**config.mk**
```make
export PLATFORM = sky130hd
export DESIGN_NAME = spi_ss_ctrl
export DESIGN_NICKNAME = d
export VERILOG_FILES = /design/src/rtl/spi_ss_ctrl.sv
export SDC_FILE = /design/constraint.sdc
export NUM_CORES = 1
export LEC_CHECK = 0
export ABC_AREA = 1
export CAP_MARGIN = 0
export CORE_AREA = 2 2 39 41
export CTS_CLUSTER_DIAMETER = 60
export DETAILED_ROUTE_END_ITERATION = 16
export DIE_AREA = 0 0 41 43
export MAX_ROUTING_LAYER = met4
export PLACE_DENSITY = 0.48
export SLEW_MARGIN = 20
export SYNTH_ARGS = -nofsm -noshare
export SYNTH_HDL_FRONTEND = slang
export SYNTH_SLANG_ARGS = --single-unit
```
**constraint.sdc**
```tcl
create_clock -name clk -period 1.74 [get_ports clk]
set_clock_uncertainty 0.05 [all_clocks]
set_input_delay 0.348 -clock clk [delete_from_list [all_inputs] [get_ports clk]]
set_output_delay 0.348 -clock clk [all_outputs]
set_load 0.03 [all_outputs]
```
**src/rtl/spi_ss_ctrl.sv**
```systemverilog
module spi_ss_ctrl #(
  parameter int LINES = 2
) (
  input  logic             clk,
  input  logic             rst_n,
  input  logic             cfg_we,
  input  logic [LINES+1:0] cfg_wdata,
  output logic [LINES+2:0] cfg_rdata,
  input  logic             go,
  input  logic             xfer_done,
  output logic             busy,
  output logic [LINES-1:0] ss_o
);
  logic [LINES-1:0] sel;
  logic             lvl, auto_md, busy_q;
  logic [LINES-1:0] pick, act;

  always_ff @(posedge clk or negedge rst_n) begin
    if (!rst_n) begin
      sel     <= '0;
      lvl     <= 1'b0;
      auto_md <= 1'b0;
    end else if (cfg_we) begin
      sel     <= cfg_wdata[LINES-1:0];
      lvl     <= cfg_wdata[LINES];
      auto_md <= cfg_wdata[LINES+1];
    end
  end

  always_ff @(posedge clk or negedge rst_n) begin
    if (!rst_n)         busy_q <= 1'b0;
    else if (busy_q)    busy_q <= !xfer_done;
    else if (go)        busy_q <= 1'b1;
  end

  // lowest-numbered chosen line wins
  always_comb begin
    pick = '0;
    for (int k = LINES - 1; k >= 0; k--)
      if (sel[k]) pick = LINES'(1) << k;
  end

  assign act       = (auto_md && !busy_q) ? '0 : pick;
  assign ss_o      = lvl ? act : ~act;
  assign busy      = busy_q;
  assign cfg_rdata = {busy_q, auto_md, lvl, sel};
endmodule


```
---- Yosys cells after proc, flatten, opt, wreduce, memory -nomap -nowiden ----
Cells that the tools add are included.
operators by class
  bitwise logic cells ..................... 1
  muxes and demuxes ....................... 6
  reductions and logical operators ........ 3
operators by type and width
  cell               number
  two-way mux 2 bit  4
  zero test 1 bit    2
  two-way mux 1 bit  2
  NOT 2 bit          1
  logical AND 1 bit  1
storage, ports and cells
  register bits after elaboration ......... 5
  word-level logic and storage cells ...... 14
  input bits .............................. 9
  output and inout port bits .............. 8

---- Longest topological paths before layout ----
  word-level depth ........................ 5
  depth in mapped cells ................... 5
  depth with buffers taken out ............ 5

---- Worst setup path before layout ----
No wires, ideal clock.
  kind .................................... register -> output
  start ................................... reg busy_q (netlist: busy)
  end ..................................... out ss_o[0]
  stages on the path, launching flop included .. 5
  arrival time ............................ 1.017 ns
  slack ................................... 0.325 ns
  data required time ...................... 1.342 ns
  cells stage by stage .................... dfrtp_1 -> inv_1 -> nand2_2 -> nand3_1 -> nand2_1
on the way
  longest elaborated chain between the ends .. 5
RTL lines
  item                      line  text
  start: declaration        15    logic lvl, auto_md, busy_q;
  start signal: assignment  32    else if (busy_q) busy_q <= !xfer_done;
  zero test 1 bit (*)       43    assign act = (auto_md && !busy_q) ? '0 : pick;
  logical AND 1 bit (*)     43
  two-way mux 2 bit (*)     43
  NOT 2 bit                 44    assign ss_o = lvl ? act : ~act;
  two-way mux 2 bit (*)     44
  end: declaration          12    output logic [LINES-1:0] ss_o
Every way passes the cells marked *; elsewhere a longest branch is shown, timed or not.

---- Final worst setup path ----
  start ................................... reg busy_q (netlist: busy)
  end ..................................... out cfg_rdata[4]
RTL lines
  item              line  text
  end: declaration  8     output logic [LINES+2:0] cfg_rdata,
No word-level cell between the ends.

==> impl_metrics.tcl <==
set metrics [dict create \
    min_period_ns 1.65 \
    syn_area_sq_um 255 \
    drt_iter0_markers 8 \
    diodes 0 \
    grtUsageTotal_pct 8.47 \
    wl_per_cell_microns 8.20 \
    cpLargestDelayFamily "buffers and inverters" \
    cts.path.max_buffers 2 \
    slowest_stage "clkdlybuf4s50_1" \
    rsz0062_at_grt "false" \
    ir_drop_uv 318 \
    final_cell_mix "nand2_1 (11), clkdlybuf4s50_1 (10), inv_1 (5), dfrtp_1 (5), o21ai_0 (4)" \
    crit_type "flop to output port" \
    p_per_area_nw_per_um2 922 \
    cap_viol_max_count 0 \
    crit_buf_inv 1 \
    dr.pass1.iters 4 \
    synth_cell_types 9 \
    coreArea_sq_um 1380 \
    cts.sink_count 5 \
    synth.avg_cell_area_sq_um 7.73 \
    dp_hpwl_microns 455 \
    synth_fp_nets 42 \
    power.share.clock_pct 32.1 \
    dieHeight_microns 43 \
    ys_ff_latch 5 \
    clock-root-buffer "clkbuf_4" \
    p_seq_share_pct 34.1 \
    grt_pass1_vias 239 \
    dieArea_sq_um 1760 \
    clkLatencyLatePin_ns 0.24 \
    fin_area_sq_um 440 \
    clk_pin_slew_worst_paths_ns 0.04 \
    slew_headroom_pct 78.9 \
    vias 255 \
    layout_commonest_cell "nand2_1" \
    yosysSeqAreaShare_pct 49.0 \
    cts_made_buffers 3 \
    die_w_microns 41 \
    drive_gt1_share_pct 14.0 \
    path_cells "clkdlybuf4s50_1" \
    grt_pass1_wl_microns 924 \
    port_buffers 16 \
    globalplace.congestion 0.709 \
    drv_slew 0 \
    setup_viol 0 \
    antenna_left 0 \
    p_comb_share_pct 33.8 \
    finalCritPeriodShare_pct 94.8 \
    report.final.hold_viol_count 0 \
    placed_area_sq_um 408 \
    max_freq_mhz 606 \
    cp_data_required_time_ns 1.34 \
    power_switching_uw 133 \
    fin_setup_tns_ns 0 \
    status "completed" \
    start_util_pct 18.4 \
    wl_microns 541 \
    htree_levels 1 \
    arrival_ns 1.25 \
    ios 17 \
    synth_warnings 0 \
    internal_power_uw 273 \
    power_uw 406 \
    overflow 0 \
    hold_buffers 0 \
    min_path_type "input pin to async pin" \
    vias_per_cell 3.86 \
    worstSetupEndpointType "output port" \
    layout.nets 60 \
    switching_share_pct 32.7 \
    drc 0 \
    tightest_slew_ns 0.315 \
    syn_inst 33 \
    grt_max_degree 9 \
    holdWs_ns 0.286 \
    cp_max_fo 3 \
    p_leak_nw 0.240 \
    antenna_found_initial 0 \
    syn2layout_area_growth_pct 72.5 \
    startpoint_type "flop" \
    placementRows 14 \
    cts_tree "built" \
    critPathMaxStageDelay_ns 0.67 \
]
## final timing paths
path / endpoint / start / slack, ns / cells past startpoint
hold reg to reg: auto_md / auto_md / 0.50 / 2
hold / removal: auto_md / rst_n / 0.29 / 1
setup reg to reg: lvl / lvl / 0.99 / 2
min in group clk: auto_md / auto_md / 0.50 / 2
max in group asynchronous: sel[0] / rst_n / 1.16 / 1
setup / recovery: cfg_rdata[4] / busy / 0.09 / 1
## cell usage after synthesis, drive strengths merged
cell type / instances / area share (%)
nand3: 2 / 3.9
buf: 3 / 8.8
dfrtp: 5 / 49
nand2: 12 / 19
o21ai: 5 / 9.8
nor2: 1 / 2.5
inv: 5 / 7.4
## timing repair
item                                    CTS  global route
gates resized for setup                   1             3
setup buffers                             0             0
endpoints found under the setup margin    1             3
pin swaps                                 0             0
hold endpoints to repair                  0             0
## cells by family (layout without fill, tap and decap cells)
logic type,Yosys count,after routing,share of synthesized area (%)
AOI/OAI and AO/OA,5,5,9.80
buffers and inverters,8,25,16.2
DFF,5,5,49.0
and+or+nand+nor,15,15,25.0
## sequential cells by signal, summed over array words and instances, names as in the netlist
| register | flops |
|---|---|
| sel | 2 |
| busy | 1 |
| auto_md | 1 |
| lvl | 1 |
## final cells by class
cell class / instances / area [sq um]
Fill cell: 159 / 943
Timing Repair Buffer: 16 / 161
Sequential cell: 5 / 125
Multi-Input combinational cell: 20 / 88.8
Clock buffer: 4 / 26.3
Tap cell: 16 / 20.0
Inverter: 5 / 18.8
## power by group through the flow
stage | Combinational (mW) | Clock (mW) | Sequential, mW
final | 0.137 | 0.130 | 0.138
after global routing | 0.150 | 0.150 | 0.140
after CTS | 0.141 | 0.139 | 0.139
after detailed placement | 0.142 | 0 | 0.141
after global placement | 0.141 | 0 | 0.140
after floorplan | 0.0688 | 0 | 0.155
## through the flow
stage / utilization (%) / std cells / setup WS (ns)
floorplan: - / 33 / 0.325
global placement: 29.5 / 62 / 0.265
detailed placement: 29.5 / 62 / 0.255
CTS: 31.3 / 66 / 0.0223
global route: 31.8 / 66 / 0.0176
finish: 31.8 / 66 / 0.0908
## layer usage
| metal | GRT usage, % | part of all wire, % | vias up |
|---|---|---|---|
| met1 | 8.47 | 40 | 110 |
| met5 | - | 0 | - |
| li1 | - | - | 132 |
| met3 | 5.76 | 14 | 0 |
| met2 | 11.3 | 45 | 13 |
| met4 | 6.00 | 0 | 0 |
No activity file was read; power rests on OpenSTA's default activity.
